**config.mk**
```make
export PLATFORM = sky130hd
export DESIGN_NAME = xram_dma
export DESIGN_NICKNAME = d
export VERILOG_FILES = /design/src/rtl/xdma_pkg.sv /design/src/rtl/xdma_engine.sv /design/src/rtl/xdma_regs.sv /design/src/rtl/xram_dma.sv
export SDC_FILE = /design/constraint.sdc
export NUM_CORES = 1
export LEC_CHECK = 0
export ABC_AREA = 1
export BUFFER_PORTS_ARGS = -buffer_cell sky130_fd_sc_hd__buf_2
export CAP_MARGIN = 20
export CORE_MARGIN = 4
export CORE_UTILIZATION = 50
export DETAILED_ROUTE_END_ITERATION = 10
export PLACE_DENSITY_LB_ADDON = 0.08
export SLEW_MARGIN = 20
export SYNTH_ARGS = -nofsm -noshare
export SYNTH_HDL_FRONTEND = slang
export SYNTH_SLANG_ARGS = --single-unit
```
**constraint.sdc**
```tcl
create_clock -name clk -period 4.9 [get_ports clk]
set_clock_uncertainty 0.1 [all_clocks]
set_input_delay 1.225 -clock clk [delete_from_list [all_inputs] [get_ports clk]]
set_output_delay 1.225 -clock clk [all_outputs]
set_load 0.01 [all_outputs]
```
**src/rtl/xdma_pkg.sv**
```systemverilog
package xdma_pkg;

    typedef enum logic [1:0] {
        ST_IDLE,
        ST_FETCH,
        ST_STORE,
        ST_FINISH
    } eng_state_t;

    typedef enum logic [1:0] {
        OP_TO_XRAM = 2'd0,
        OP_TO_HOST = 2'd1,
        OP_SWAP    = 2'd2,
        OP_VERIFY  = 2'd3
    } xfer_op_t;

    localparam int BYTE_W    = 8;
    localparam int RA_STATUS = 0;
    localparam int RA_CMD    = 1;
    localparam int RA_CTRL   = 10;
    localparam int WIN_LO    = 2;   // first address/length register
    localparam int WIN_HI    = 8;   // last address/length register

    localparam int CMD_GO_BIT   = 7;
    localparam int CMD_HOLD_BIT = 4;
    localparam int CMD_AUTO_BIT = 5;
    localparam int CTL_HFIX_BIT = 7;
    localparam int CTL_XFIX_BIT = 6;

endpackage

```
**src/rtl/xdma_engine.sv**
```systemverilog
module xdma_engine
    import xdma_pkg::*;
#(
    parameter int HAW = 16,
    parameter int XAW = 18,
    parameter int LW  = 16
) (
    input  logic              clk,
    input  logic              rst_n,
    input  logic              start,
    input  xfer_op_t          start_op,
    input  logic [HAW-1:0]    cfg_haddr,
    input  logic [XAW-1:0]    cfg_xaddr,
    input  logic [LW-1:0]     cfg_len,
    input  logic              cfg_hfix,
    input  logic              cfg_xfix,
    input  logic [BYTE_W-1:0] h_rdata,
    input  logic [BYTE_W-1:0] x_rdata,
    output logic              busy,
    output logic              fin,
    output logic              fin_miss,
    output logic [HAW-1:0]    cur_haddr,
    output logic [XAW-1:0]    cur_xaddr,
    output logic              h_we,
    output logic [BYTE_W-1:0] h_wdata,
    output logic              x_we,
    output logic [BYTE_W-1:0] x_wdata
);
    localparam int CW = LW + 1;

    eng_state_t     state, nxt;
    xfer_op_t       op_q;
    logic [HAW-1:0] haddr_q;
    logic [XAW-1:0] xaddr_q;
    logic [CW-1:0]  remain_q;
    logic           hfix_q, xfix_q, miss_q;
    logic           mismatch, last_step;

    assign mismatch  = (op_q == OP_VERIFY) && (h_rdata != x_rdata);
    assign last_step = (remain_q == CW'(1));

    // state register
    always_ff @(posedge clk or negedge rst_n) begin
        if (!rst_n) state <= ST_IDLE;
        else        state <= nxt;
    end

    // transitions
    always_comb begin
        nxt = state;
        unique case (state)
            ST_IDLE:   if (start) nxt = ST_FETCH;
            ST_FETCH:  nxt = ST_STORE;
            ST_STORE:  nxt = (mismatch || last_step) ? ST_FINISH : ST_FETCH;
            ST_FINISH: nxt = ST_IDLE;
            default:   nxt = ST_IDLE;
        endcase
    end

    // outputs
    always_comb begin
        h_we    = 1'b0;
        x_we    = 1'b0;
        h_wdata = x_rdata;
        x_wdata = h_rdata;
        if (state == ST_STORE) begin
            unique case (op_q)
                OP_TO_XRAM: x_we = 1'b1;
                OP_TO_HOST: h_we = 1'b1;
                OP_SWAP: begin
                    h_we = 1'b1;
                    x_we = 1'b1;
                end
                OP_VERIFY: ;
                default: ;
            endcase
        end
    end

    assign busy      = (state != ST_IDLE);
    assign fin       = (state == ST_FINISH);
    assign fin_miss  = miss_q;
    assign cur_haddr = haddr_q;
    assign cur_xaddr = xaddr_q;

    // address counters, step count and mismatch flag
    always_ff @(posedge clk or negedge rst_n) begin
        if (!rst_n) begin
            op_q     <= OP_TO_XRAM;
            haddr_q  <= '0;
            xaddr_q  <= '0;
            remain_q <= '0;
            hfix_q   <= 1'b0;
            xfix_q   <= 1'b0;
            miss_q   <= 1'b0;
        end else if (state == ST_IDLE && start) begin
            op_q     <= start_op;
            haddr_q  <= cfg_haddr;
            xaddr_q  <= cfg_xaddr;
            remain_q <= (cfg_len == '0) ? {1'b1, {LW{1'b0}}} : {1'b0, cfg_len};
            hfix_q   <= cfg_hfix;
            xfix_q   <= cfg_xfix;
            miss_q   <= 1'b0;
        end else if (state == ST_STORE) begin
            if (!hfix_q) haddr_q <= haddr_q + 1'b1;
            if (!xfix_q) xaddr_q <= xaddr_q + 1'b1;
            remain_q <= remain_q - 1'b1;
            if (mismatch) miss_q <= 1'b1;
        end
    end

endmodule

```
**src/rtl/xdma_regs.sv**
```systemverilog
module xdma_regs
    import xdma_pkg::*;
#(
    parameter int HAW = 16,
    parameter int XAW = 18,
    parameter int LW  = 16,
    parameter int RAW = 4
) (
    input  logic              clk,
    input  logic              rst_n,
    input  logic              cpu_we,
    input  logic              cpu_re,
    input  logic [RAW-1:0]    cpu_addr,
    input  logic [BYTE_W-1:0] cpu_wdata,
    output logic [BYTE_W-1:0] cpu_rdata,
    input  logic              busy,
    input  logic              fin,
    input  logic              fin_miss,
    input  logic [HAW-1:0]    fin_haddr,
    input  logic [XAW-1:0]    fin_xaddr,
    output logic              start,
    output xfer_op_t          start_op,
    output logic [HAW-1:0]    cfg_haddr,
    output logic [XAW-1:0]    cfg_xaddr,
    output logic [LW-1:0]     cfg_len,
    output logic              cfg_hfix,
    output logic              cfg_xfix
);
    logic [BYTE_W-1:0] wk_q [WIN_LO:WIN_HI];   // visible values
    logic [BYTE_W-1:0] pg_q [WIN_LO:WIN_HI];   // last programmed values
    logic [BYTE_W-1:0] cmd_q, ctrl_q;
    logic              done_q, verr_q;
    logic [15:0]       fin_h16;
    logic [23:0]       fin_x24;

    assign fin_h16 = 16'(fin_haddr);
    assign fin_x24 = 24'(fin_xaddr);

    assign start = cpu_we && !busy && (cpu_addr == RAW'(RA_CMD))
                && cpu_wdata[CMD_GO_BIT] && !cpu_wdata[CMD_HOLD_BIT];
    assign start_op  = xfer_op_t'(cpu_wdata[1:0]);
    assign cfg_haddr = HAW'({wk_q[3], wk_q[2]});
    assign cfg_xaddr = XAW'({wk_q[6], wk_q[5], wk_q[4]});
    assign cfg_len   = LW'({wk_q[8], wk_q[7]});
    assign cfg_hfix  = ctrl_q[CTL_HFIX_BIT];
    assign cfg_xfix  = ctrl_q[CTL_XFIX_BIT];

    always_ff @(posedge clk or negedge rst_n) begin
        if (!rst_n) begin
            for (int i = WIN_LO; i <= WIN_HI; i++) begin
                wk_q[i] <= '0;
                pg_q[i] <= '0;
            end
            cmd_q  <= '0;
            ctrl_q <= '0;
            done_q <= 1'b0;
            verr_q <= 1'b0;
        end else begin
            if (cpu_re && cpu_addr == RAW'(RA_STATUS)) begin
                done_q <= 1'b0;
                verr_q <= 1'b0;
            end
            if (cpu_we && !busy) begin
                if (cpu_addr == RAW'(RA_CMD))  cmd_q  <= cpu_wdata;
                if (cpu_addr == RAW'(RA_CTRL)) ctrl_q <= cpu_wdata;
                for (int i = WIN_LO; i <= WIN_HI; i++) begin
                    if (cpu_addr == RAW'(i)) begin
                        wk_q[i] <= cpu_wdata;
                        pg_q[i] <= cpu_wdata;
                    end
                end
            end
            if (fin) begin
                done_q <= 1'b1;
                if (fin_miss) verr_q <= 1'b1;
                if (cmd_q[CMD_AUTO_BIT]) begin
                    for (int i = WIN_LO; i <= WIN_HI; i++) wk_q[i] <= pg_q[i];
                end else begin
                    wk_q[2] <= fin_h16[7:0];
                    wk_q[3] <= fin_h16[15:8];
                    wk_q[4] <= fin_x24[7:0];
                    wk_q[5] <= fin_x24[15:8];
                    wk_q[6] <= fin_x24[23:16];
                end
            end
        end
    end

    always_comb begin
        cpu_rdata = '0;
        if (cpu_addr == RAW'(RA_STATUS)) cpu_rdata = {1'b0, done_q, verr_q, 5'b0};
        if (cpu_addr == RAW'(RA_CMD))    cpu_rdata = cmd_q;
        if (cpu_addr == RAW'(RA_CTRL))   cpu_rdata = ctrl_q;
        for (int i = WIN_LO; i <= WIN_HI; i++) begin
            if (cpu_addr == RAW'(i)) cpu_rdata = wk_q[i];
        end
    end

endmodule

```
**src/rtl/xram_dma.sv**
```systemverilog
module xram_dma
    import xdma_pkg::*;
#(
    parameter int HAW = 16,
    parameter int XAW = 18,
    parameter int LW  = 16,
    parameter int RAW = 4
) (
    input  logic              clk,
    input  logic              rst_n,
    input  logic              cpu_we,
    input  logic              cpu_re,
    input  logic [RAW-1:0]    cpu_addr,
    input  logic [BYTE_W-1:0] cpu_wdata,
    output logic [BYTE_W-1:0] cpu_rdata,
    output logic              busy,
    output logic [HAW-1:0]    h_addr,
    output logic              h_we,
    output logic [BYTE_W-1:0] h_wdata,
    input  logic [BYTE_W-1:0] h_rdata,
    output logic [XAW-1:0]    x_addr,
    output logic              x_we,
    output logic [BYTE_W-1:0] x_wdata,
    input  logic [BYTE_W-1:0] x_rdata
);
    logic           start, fin, fin_miss, hfix, xfix;
    xfer_op_t       start_op;
    logic [HAW-1:0] cfg_haddr;
    logic [XAW-1:0] cfg_xaddr;
    logic [LW-1:0]  cfg_len;

    xdma_regs #(.HAW(HAW), .XAW(XAW), .LW(LW), .RAW(RAW)) u_regs (
        .clk       (clk),
        .rst_n     (rst_n),
        .cpu_we    (cpu_we),
        .cpu_re    (cpu_re),
        .cpu_addr  (cpu_addr),
        .cpu_wdata (cpu_wdata),
        .cpu_rdata (cpu_rdata),
        .busy      (busy),
        .fin       (fin),
        .fin_miss  (fin_miss),
        .fin_haddr (h_addr),
        .fin_xaddr (x_addr),
        .start     (start),
        .start_op  (start_op),
        .cfg_haddr (cfg_haddr),
        .cfg_xaddr (cfg_xaddr),
        .cfg_len   (cfg_len),
        .cfg_hfix  (hfix),
        .cfg_xfix  (xfix)
    );

    xdma_engine #(.HAW(HAW), .XAW(XAW), .LW(LW)) u_eng (
        .clk       (clk),
        .rst_n     (rst_n),
        .start     (start),
        .start_op  (start_op),
        .cfg_haddr (cfg_haddr),
        .cfg_xaddr (cfg_xaddr),
        .cfg_len   (cfg_len),
        .cfg_hfix  (hfix),
        .cfg_xfix  (xfix),
        .h_rdata   (h_rdata),
        .x_rdata   (x_rdata),
        .busy      (busy),
        .fin       (fin),
        .fin_miss  (fin_miss),
        .cur_haddr (h_addr),
        .cur_xaddr (x_addr),
        .h_we      (h_we),
        .h_wdata   (h_wdata),
        .x_we      (x_we),
        .x_wdata   (x_wdata)
    );

endmodule

```
* Word level (Yosys, flattened, before mapping)
Index checks and enable logic that the tools add are counted. Widths: inputs -> output; s select.
Cells by class: add/subtract/negate cells 3, reductions and logical operators 43, equal/unequal tests 20, mux-type cells 45
Operators by type and width (count):
- $mux 8 | 16
- $mux 56 | 2
- $mux 16 | 4
- $mux 18 | 3
- $mux 17 | 3
- $mux 40 | 1
- $reduce_and 2->1 | 17
- $reduce_bool 2->1 | 10
- $add 18x1->18 const B | 1
- $eq 17x1->1 const B | 1
- $sub 17x1->17 const B | 1
- $add 16x1->16 const B | 1
- $eq 4x3->1 const B | 4
- $logic_not 16->1 | 1
- $mux 1 | 12
- $eq 2x2->1 const B | 4
- $eq 4x2->1 const B | 2
- $eq 4x4->1 const B | 2
- $ne 8x8->1 | 1
- $pmux 2 s4 | 1
- $logic_and 1x1->1 | 7
- $mux 7 | 1
- $eq 2x1->1 const B | 2
- $eq 4x1->1 const B | 1
- other kinds (8) | 13
Word-level totals: output and inout bits 61, flip-flop bits (word level) 188, bits of input ports 32

* Depth between registers and ports, before layout
Gate-level depths: netlist of run 1.
word-level depth 11, gate-level depth with buffers 12

* Cells and area by module
From an unflattened synthesis of run 1, not the netlist that was laid out.
Unflattened totals: cell total of the unflattened synthesis 1457, area total of the unflattened synthesis 10765.3 sq um
Modules (own cells, without submodules):
- xdma_regs | instances 1, cells each 831, area an instance 6588.8 sq um
- xdma_engine | instances 1, cells each 626, area an instance 4176.5 sq um

* Least setup slack after synthesis of run 1
Ideal clock, no wire load.
path kind input-to-output, start in cpu_addr[0], end out cpu_rdata[2], stages on the path 10, buffers on the path 1, data arrival time 2.212 ns, slack 1.363 ns, cells stage by stage buf_4 -> inv_2 -> nand2_1 -> nor2_2 -> inv_1 -> o21ai_0 -> inv_1 -> nand3_1 -> nand2_1 -> nand3_1
On the way: longest elaborated chain between the ends 10, elaborated cells on any way between the ends 18, those cells by class 9 x eq/ne; 9 x mux
RTL lines:
- from (decl) | line xram_dma.sv:13 | input logic [RAW-1:0] cpu_addr,
- $eq 4x1->1 | line xdma_regs.sv:92 | if (cpu_addr == RAW'(RA_CMD)) cpu_rdata = cmd_q;
- $mux 8 | line xdma_regs.sv:92
- $mux 8 | line xdma_regs.sv:93 | if (cpu_addr == RAW'(RA_CTRL)) cpu_rdata = ctrl_q;
- $mux 8 (6 in a row) | line xdma_regs.sv:95 | if (cpu_addr == RAW'(i)) cpu_rdata = wk_q[i];
- $mux 8 * | line xdma_regs.sv:95
- to (decl) | line xram_dma.sv:15 | output logic [BYTE_W-1:0] cpu_rdata,
Every way passes the cells marked *; elsewhere a longest branch is shown, timed or not.

* Worst setup path after layout of run 1
start in cpu_addr[1], end out cpu_rdata[6]
On the way: longest elaborated chain between the ends 11, elaborated cells on any way between the ends 20, those cells by class 9 x eq/ne; 10 x mux; 1 x reduce/logical
RTL lines:
- $logic_not 4->1 | line xdma_regs.sv:91 | if (cpu_addr == RAW'(RA_STATUS)) cpu_rdata = {1'b0, done_q, verr_q, 5'b0};
- $mux 7 | line xdma_regs.sv:91
- $mux 8 | line xdma_regs.sv:92
- $mux 8 | line xdma_regs.sv:93
- $mux 8 (6 in a row) | line xdma_regs.sv:95
- $mux 8 * | line xdma_regs.sv:95
Marked as above.

==> results.yml, run 1 <==
clock_tree:
  post_cts_resized: 0
  cts_buffers: 17
  clk_latency_ns: 0.44
  post_cts_buffers: 0
  cts_hold_buffers: 0
  htreeDepth: 4
  cts_tree: "yes"
  clk_pin_slew_ns: 0.08
  clockBufferDepth: 2
  cts_sinks: 188
  clock-root-buffer: "clkbuf_16"
detailed_routing:
  ant_nets: 0
  drtIter0Drc: 944
  dr.pass1.iters: 5
  via_per_inst: 5.50
  drt_drc_violations_left: 0
  num_vias: 9709
  drt-total-wl_um: 33300
  wl_per_cell_um: 18.8
sta:
  fin_crit_ns: 4.17
  hold_slack_ns: 0.372
  setup_viol: 0
  max_freq_mhz: 240
  slew_viol_final: 0
  worstMarginPinSlew_ns: 1.02
  hold_viol_final: 0
  slew-limit-headroom: 0.318
  final.period_utilization: 0.852
  rsz0062_at_grt: "no"
  tns_ns: 0
synthesis:
  synth-main-ff-cell: "dfrtp_1"
  synth.distinct_cells: 40
  synthArstFlopShare: 1.00
  syn_area_mm2: 0.0104
  synth_fp_nets: 1464
  synth_most_common_cell: "nand2_1"
  synth_edf_count: 0
  synth.avg_cell_area_um2: 7.31
  synthCells: 1425
  ys_ff_latch: 188
  ys_seq_area_frac: 0.451
  synth_top_cells_by_area: "dfrtp_1, nand2_1, o21ai_0, nor2_1, inv_1"
  synth.cells.most_frequent: "nand2_1, dfrtp_1, o21ai_0"
  yosysWarnings: 0
  synth_top_cell_area_share: 0.451
  yosys.area.top_type: "dfrtp_1"
grt:
  grt_max_degree: 109
  antenna_found_initial: 0
  met2_usage: 0.434
  overflow: 0
  track_usage: 0.288
  grt_pass1_wl_um: 52700
  gr-max-usage-layer: "met2"
  grt_util_met1: 0.415
  grt_pass1_vias: 8928
  gr-usage-met3: 0.0710
job:
  maxCapViolations: 0
pwr:
  fin_total_pwr_mw: 3.22
  p_leak_nw: 5.75
  cellPowerDensity_mw_per_mm2: 279
  vdd_drop_max_uv: 197
placement:
  place_area_mm2: 0.0110
  io_buffers: 92
  hpwl_um: 23800
  place_congestion: 0.932
floorplanning:
  die-area_mm2: 0.0232
  num_io_pins: 93
  core_mm2: 0.0204
  rows: 52
  die_width_um: 152
  die_h_um: 152
  start_util: 0.512
worst_setup_path:
  cp_max_fo: 13
  critical_path.startpoint: "cpu_addr[1]"
  crit_type: "input port to output pin"
  cp.arrival_ns: 2.85
  cp.required_ns: 3.58
  cp-end-kind: "output pin"
  rr_startpoint: "u_eng.state[0]$_DFFE_PN0P_"
  cp-start-kind: "input port"
final_layout:
  nets: 1519
  final_area_mm2: 0.0116
  drive_gt1_frac: 0.117
  final_util: 0.567
  syn2layout_area_growth_pct: 10.8
worst_hold_path:
  hp-class: "flop to flop"
  hold_start: "u_regs.pg_q[4]$_DFFE_PN0P_"
status:
  outcome: "finished, final reports clean"
-- critical path, cell delays in order --
cell and delay (ns):
buf_2 0.19, inv_1 0.11, nor2_1 0.62, nand2_1 0.15
nor2_1 0.12, nor2_1 0.05, nand4_1 0.08, nand2_1 0.07
nand4_1 0.08, buf_2 0.14
-- final timing paths --
check	endpoint	slack, ns	cells past startpoint
max	cpu_rdata[6]	0.73	10
min reg2reg	u_regs.pg_q[4]$_DFFE_PN0P_	0.37	2
max reg2reg	u_eng.remain_q[5]$_DFFE_PN0P_	2.21	7
min in group asynchronous	u_eng.cur_xaddr[8]$_DFFE_PN0P_	0.77	1
max in group asynchronous	u_regs.pg_q[10]$_DFFE_PN0P_	2.87	2
min	u_regs.pg_q[4]$_DFFE_PN0P_	0.37	2
-- layout by cell type (no fill, tap or decap), types with 2 or more instances in the layout --
cell type / count
a211oi_1: 3
a21oi_1: 33
a31oi_1: 22
buf_2: 91
buf_4: 9
clkbuf_16: 17
clkbuf_8: 2
clkinvlp_4: 3
dfrtp_1: 188
ha_1: 7
inv_1: 132
inv_2: 9
inv_6: 6
inv_8: 3
nand2_1: 390
nand2_2: 10
nand2_4: 2
nand3_1: 95
nand4_1: 22
nor2_1: 175
nor2_2: 5
nor2_4: 4
nor3_1: 15
nor3_4: 2
o211ai_1: 13
o21ai_0: 179
o21ai_1: 3
o22ai_1: 8
o31ai_1: 3
or2_2: 4
xnor2_1: 10
xor2_1: 14
-- flip-flops by register name, summed over array words and instances (netlist names), 2 cells and up --
name              cells
u_regs.cfg_xaddr     18
u_regs.cmd_q          8
u_eng.op_q            2
u_eng.cur_haddr      16
u_regs.ctrl_q         8
u_eng.remain_q       17
u_regs.cfg_haddr     16
u_regs.wk_q           6
u_eng.state           2
u_regs.pg_q          56
u_regs.cfg_len       16
u_eng.cur_xaddr      18
-- report_power, final --
part	internal [mW]	switching, mW
sequential	1.57	0.0234
combinational	0.0670	0.147
clock	0.737	0.674
total	2.37	0.845
-- per-layer routing --
layer	vias up	routed length (µm)
li1	4728	-
met1	4557	15000
met2	378	14600
met3	46	2760
met4	0	815
met5	-	0
-- kinds of logic (layout without fill, tap and decap cells) --
logic type / after synthesis / count (layout) / synth area share
XOR/XNOR: 24 / 24 / 0.0202
AO/OA/AOI/OAI: 269 / 269 / 0.140
flip-flops: 188 / 188 / 0.451
adder cells (fa/ha/maj): 7 / 7 / 0.00840
other: 0 / 1 / 0
AND/OR/NAND/NOR: 729 / 729 / 0.295
buffers and inverters: 208 / 276 / 0.0851
-- per-stage QoR --
step	cells	setup WS [ns]
after floorplan	1425	1.36
after CTS	1763	0.748
after detailed placement	1731	0.754
after global placement	1731	0.819
final	1764	0.726
after global routing	1763	0.478
-- area by class of cell --
| type | instances | area [µm²] |
|---|---|---|
| Timing Repair Buffer | 102 | 557 |
| Antenna cell | 1 | 2.50 |
| Tap cell | 270 | 338 |
| Clock inverter | 14 | 148 |
| Clock buffer | 18 | 439 |
| Fill cell | 2009 | 8810 |
| Multi-Input combinational cell | 1029 | 4830 |
| Inverter | 142 | 533 |
| Sequential cell | 188 | 4700 |
(Power assumes the default switching activity.)
==> run 2, diff against run 1 <==
--- a/config.mk
+++ b/config.mk
@@ -5,7 +5,6 @@
 export SDC_FILE = /design/constraint.sdc
 export NUM_CORES = 1
 export LEC_CHECK = 0
-export ABC_AREA = 1
 export BUFFER_PORTS_ARGS = -buffer_cell sky130_fd_sc_hd__buf_2
 export CAP_MARGIN = 20
 export CORE_MARGIN = 4
==> results.yml, run 2 <==
final_layout:
  syn2layout_area_growth_pct: 12.8
  nFillCells: 1714
  final_common_cell: "dfrtp_1"
  drive_gt1_frac: 0.215
  final_util: 0.580
  final_cell_mix: "dfrtp_1, nand2_1, buf_2"
  nets: 1056
  regMostFlops: "u_regs.pg_q"
  final_area_mm2: 0.0110
  largest_register_ffs: 56
placement:
  place_area_mm2: 0.0103
  place_congestion: 0.934
  hpwl_um: 18200
  io_buffers: 92
  dp_slack_ns: 0.649
detailed_routing:
  drt_drc_violations_left: 0
  num_vias: 7627
  drt-total-wl_um: 26900
  dr.pass1.iters: 5
  wl_per_cell_um: 20.9
  via_per_inst: 5.91
  drtIter0Drc: 662
  ant_nets: 0
synthesis:
  synth_compound_area_frac: 0.123
  synth_fp_nets: 1002
  yosysWarnings: 0
  synth-main-ff-cell: "dfrtp_1"
  synth-xor-area-share: 0.0460
  synth.avg_cell_area_um2: 10.1
  synth_edf_count: 0
  synth_top_family_by_area: "simple AND/OR/NAND/NOR gates"
  ys_ff_latch: 188
  synthCells: 963
  synth_most_common_cell: "dfrtp_1"
  ys_seq_area_frac: 0.485
  synth.cells.most_frequent: "dfrtp_1, nand2_1, nor2_1"
  synth_top_cells_by_area: "dfrtp_1, mux2_2, mux2i_1, nand2_1, o21ai_0"
  syn_area_mm2: 0.00971
  synthArstFlopShare: 1.00
  synth_top_cell_area_share: 0.485
  synth.distinct_cells: 56
  synth-adder-area-share: 0.00902
  synthMuxAreaShare: 0.140
  yosys.area.top_type: "dfrtp_1"
  synthSimpleGateAreaFrac: 0.155
worst_setup_path:
  cp.arrival_ns: 2.91
  cp-start-kind: "input port"
  cp-end-kind: "output pin"
  cp.required_ns: 3.58
  crit_type: "input port to output pin"
  cp_max_fo: 24
worst_hold_path:
  hp-class: "flop to flop"
grt:
  track_usage: 0.250
  grt_pass1_wl_um: 42400
  overflow: 0
  antenna_found_initial: 2
  grt_max_degree: 111
  grt_pass1_vias: 7248
pwr:
  cellPowerDensity_mw_per_mm2: 600
  p_leak_nw: 4.67
  vdd_drop_max_uv: 308
sta:
  rsz0062_at_grt: "no"
  setup_ws_ns: 0.667
  setup_viol: 0
  final.period_utilization: 0.864
  slew_viol_final: 0
  max_freq_mhz: 236
  worstMarginPinSlew_ns: 1.14
  hold_viol_final: 0
  slew-limit-headroom: 0.232
  tns_ns: 0
  fin_crit_ns: 4.23
clock_tree:
  cts_hold_buffers: 0
  clock-root-buffer: "clkbuf_16"
  cts_sinks: 188
  cts_tree: "yes"
  clk_pin_slew_ns: 0.06
  post_cts_resized: 0
  clockBufferDepth: 2
  post_cts_buffers: 0
  clk_latency_ns: 0.43
  cts_buffers: 17
  htreeDepth: 4
floorplanning:
  die_width_um: 147
  num_io_pins: 93
  start_util: 0.514
  die_h_um: 147
  die-area_mm2: 0.0217
  rows: 50
  core_mm2: 0.0189
status:
  outcome: "finished, final reports clean"
job:
  maxCapViolations: 0
==> run 2: metal layers <==
layer  global-route usage  wire [µm]  part of all wire
met5                    0         13           0.00048
met4               0.0615        392             0.015
met3               0.0426       1440             0.053
met2                0.394      12800              0.47
met1                0.364      12300              0.46
==> run 2: final timing paths <==
path	slack, ns	depth (start not counted)	start	end
min in group asynchronous	0.82	1	rst_n	u_regs.pg_q[17]$_DFFE_PN0P_
max in group asynchronous	3.00	2	rst_n	u_regs.ctrl_q[7]$_DFFE_PN0P_
min	0.37	2	u_regs.pg_q[3]$_DFFE_PN0P_	u_regs.cfg_len[11]$_DFF_PN0_
min reg2reg	0.37	2	u_regs.pg_q[3]$_DFFE_PN0P_	u_regs.cfg_len[11]$_DFF_PN0_
max	0.67	7	cpu_addr[3]	cpu_rdata[5]
max reg2reg	1.85	6	u_eng.state[0]$_DFFE_PN0P_	u_eng.remain_q[0]$_DFFE_PN0P_
==> run 2: report_power, final <==
group          switching, mW  internal [mW]
clock                  0.595          0.932
combinational           1.03           1.01
sequential             0.764           2.24
==> run 2: cell type report <==
class | instances | area, µm² | area share
multi-input cells | 690 | 4610 | 0.421
clock buffers | 21 | 460 | 0.0420
inverters | 9 | 33.8 | 0.00308
well taps | 260 | 325 | 0.0297
clock inverters | 10 | 189 | 0.0172
diodes | 1 | 2.50 | 0.000228
repair buffers | 111 | 624 | 0.0570
flip-flops and latches | 188 | 4710 | 0.430
==> run 2: through the flow <==
stage	std cells	hold slack [ns]	power, mW
after floorplan	963	0.344	4.26
after global placement	1258	0.351	5.00
after detailed placement	1258	0.358	5.05
after CTS	1289	0.378	6.58
after global routing	1290	0.402	6.98
final	1290	0.375	6.57
==> run 2: worst max-delay path, cell delays in order <==
cell and delay [ns]:
buf_2 0.24, nor3b_1 0.60, nand2_1 0.12, o21ai_0 0.09, a21oi_1 0.08, o21ai_0 0.33
buf_2 0.21
==> run 2: cell families after synthesis <==
kind of cell / after synthesis
muxes: 127
xor gates and xnor gates: 51
buffers and inverters: 85
and+or+nand+nor: 325
adders and majority gates: 7
DFF: 188
AOI/OAI and AO/OA: 180
==> run 3, diff against run 2 <==
--- a/config.mk
+++ b/config.mk
@@ -10,8 +10,10 @@
 export CORE_MARGIN = 4
 export CORE_UTILIZATION = 50
 export DETAILED_ROUTE_END_ITERATION = 10
+export MAX_ROUTING_LAYER = met4
 export PLACE_DENSITY_LB_ADDON = 0.08
 export SLEW_MARGIN = 20
 export SYNTH_ARGS = -nofsm -noshare
 export SYNTH_HDL_FRONTEND = slang
+export SYNTH_HIERARCHICAL = 1
 export SYNTH_SLANG_ARGS = --single-unit
==> results.yml, run 3 <==
status:
  outcome: "finished, final reports clean"
synthesis:
  ys_ff_latch: 188
  synth_top_cells_by_area: "dfrtp_1, mux2_2, mux2i_1, buf_4, nand2_1"
  synth-main-ff-cell: "dfrtp_1"
  synthCells: 1135
  synth_fp_nets: 1174
  synth.distinct_cells: 68
  synthArstFlopShare: 1.00
  yosys.area.top_type: "dfrtp_1"
  ys_seq_area_frac: 0.436
  synth_top_cell_area_share: 0.436
  synth.cells.most_frequent: "dfrtp_1, nand2_1, a21oi_1"
  yosysWarnings: 6
  synth_edf_count: 0
  syn_area_mm2: 0.0108
  synth.avg_cell_area_um2: 9.50
  synth_most_common_cell: "dfrtp_1"
floorplanning:
  core_mm2: 0.0212
  start_util: 0.510
  die-area_mm2: 0.0240
  rows: 53
  die_h_um: 155
  num_io_pins: 93
  die_width_um: 155
worst_setup_path:
  worstPathCellList: "buf_2 > nor2b_1 > a21oi_1 > o22ai_1 > a21oi_1 > a221oi_1 > buf_2"
  cp_top_family: "compound AO/OA/AOI/OAI gates"
  cp.arrival_ns: 3.12
  cp.buffers_inverters: 2
  cp-start-kind: "input port"
  max_stage_delay_ns: 0.47
  crit_type: "input port to output pin"
  cp-end-kind: "output pin"
  cp_slowest_cell: "buf_2"
  cp.required_ns: 3.58
  cp_max_fo: 33
final_layout:
  final_area_mm2: 0.0115
  seqCellArea_mm2: 0.00471
  final_common_cell: "dfrtp_1"
  multi_input_area_mm2: 0.00518
  antenna_cells: 0
  nets: 1161
  largest_register_ffs: 56
  layout.cells.non_filler: 1410
  syn2layout_area_growth_pct: 6.91
  drive_gt1_frac: 0.207
  regMostFlops: "u_regs/pg_q"
  nFillCells: 1951
  final_cell_mix: "dfrtp_1, nand2_1, buf_2"
detailed_routing:
  wl_per_cell_um: 22.2
  via_per_inst: 6.10
  drtIter0Drc: 844
  num_vias: 8606
  drt_drc_violations_left: 0
  dr.pass1.iters: 7
  drt-total-wl_um: 31300
  ant_nets: 0
clock_tree:
  cts_hold_buffers: 0
  post_cts_buffers: 0
  post_cts_resized: 0
  cts_buffers: 17
  htreeDepth: 4
  clock-root-buffer: "clkbuf_16"
  clk_pin_slew_ns: 0.08
  cts_tree: "yes"
  clockBufferDepth: 2
  clk_latency_ns: 0.43
  cts_sinks: 188
sta:
  final.period_utilization: 0.907
  worstMarginPinSlew_ns: 1.05
  slew-limit-headroom: 0.298
  tns_ns: 0
  fin_crit_ns: 4.45
  hold_viol_final: 0
  slew_viol_final: 0
  setup_viol: 0
  rsz0062_at_grt: "no"
  max_freq_mhz: 225
grt:
  overflow: 0
  grt_pass1_wl_um: 48700
  antenna_found_initial: 1
  grt_max_degree: 93
  track_usage: 0.269
  grt_pass1_vias: 8016
placement:
  dp_cells: 1378
  place_area_mm2: 0.0110
  place_congestion: 0.936
  io_buffers: 92
  hpwl_um: 21300
pwr:
  vdd_drop_max_uv: 257
  cellPowerDensity_mw_per_mm2: 559
  p_leak_nw: 5.05
job:
  maxCapViolations: 0
worst_hold_path:
  hp-class: "flop to flop"
-- run 3: cell types whose count changed in the layout (fill, tap and decap cells not counted), sizes merged, moves of 9 or more --
cell    previous run  this run
a221o             32         3
and2               4        21
o22ai              2        13
xnor2             31         9
a211oi             3        26
a22oi             11        24
mux2i             57        66
xor2              20         1
a21oi             33        80
nor2b              8        20
inv                9        27
nor2              86        50
o21ai             71        60
-- run 3: area by class of cell --
| cell class | count | share of cell area |
|---|---|---|
| Clock buffer | 18 | 0.0372 |
| Clock inverter | 14 | 0.0128 |
| Inverter | 18 | 0.00586 |
| Multi-Input combinational cell | 782 | 0.450 |
| Sequential cell | 188 | 0.408 |
| Tap cell | 275 | 0.0298 |
| Timing Repair Buffer | 115 | 0.0567 |
-- run 3: where the power goes --
group,leakage (nW),switching (mW),internal (mW)
Combinational,2.53,1.20,0.961
Clock,0.280,0.671,0.724
Sequential,2.24,0.688,2.20
-- run 3: final timing paths --
| path | end | slack [ns] | from | cells past startpoint |
|---|---|---|---|---|
| worst min-delay path | u_regs/cfg_len[13]$_DFF_PN0_ | 0.38 | u_regs/pg_q[5]$_DFFE_PN0P_ | 2 |
| min in group asynchronous | u_eng/state[1]$_DFFE_PN0P_ | 0.76 | rst_n | 1 |
| worst max register to register | u_eng/cur_xaddr[13]$_DFFE_PN0P_ | 1.45 | u_eng/state[0]$_DFFE_PN0P_ | 13 |
| max in group asynchronous | u_regs/pg_q[28]$_DFFE_PN0P_ | 3.02 | rst_n | 2 |
| worst max-delay path | cpu_rdata[2] | 0.45 | cpu_addr[3] | 7 |
| worst min register to register | u_regs/cfg_len[13]$_DFF_PN0_ | 0.38 | u_regs/pg_q[5]$_DFFE_PN0P_ | 2 |
-- run 3: cells by family (layout without fill, tap and decap cells) --
family                   count (synthesis)  in the layout  synth area share
AO/OA/AOI/OAI                          279            279             0.167
XOR/XNOR                                10             10           0.00812
adder cells (fa/ha/maj)                  7              7           0.00812
buffers and inverters                  165            165            0.0847
flip-flops                             188            188             0.436
multiplexers                           131            131             0.129
AND/OR/NAND/NOR                        355            355             0.167
-- run 3: worst register-to-register path, delay by kind of cell (launching register included) --
family,cells,cell delay (ns)
compound gates,3,0.70
flops,1,0.36
simple gates,5,1.24
buf+inv,5,0.92
-- run 3: metal layers --
layer,track usage,vias to the layer above,share of wire
li1,-,4015,-
met1,0.402,4261,0.48
met2,0.386,293,0.45
met3,0.0370,37,0.053
met4,0.0690,0,0.018
met5,-,-,0
-- run 3: stage by stage --
stage	setup WS, ns	utilization	hold WS [ns]	power (mW)
after CTS	0.491	0.545	0.378	6.45
after floorplan	1.12	-	0.344	4.48
after global routing	0.330	0.545	0.394	6.86
final	0.453	0.545	0.377	6.44
after detailed placement	0.491	0.518	0.361	5.04
after global placement	0.505	0.518	0.354	5.01
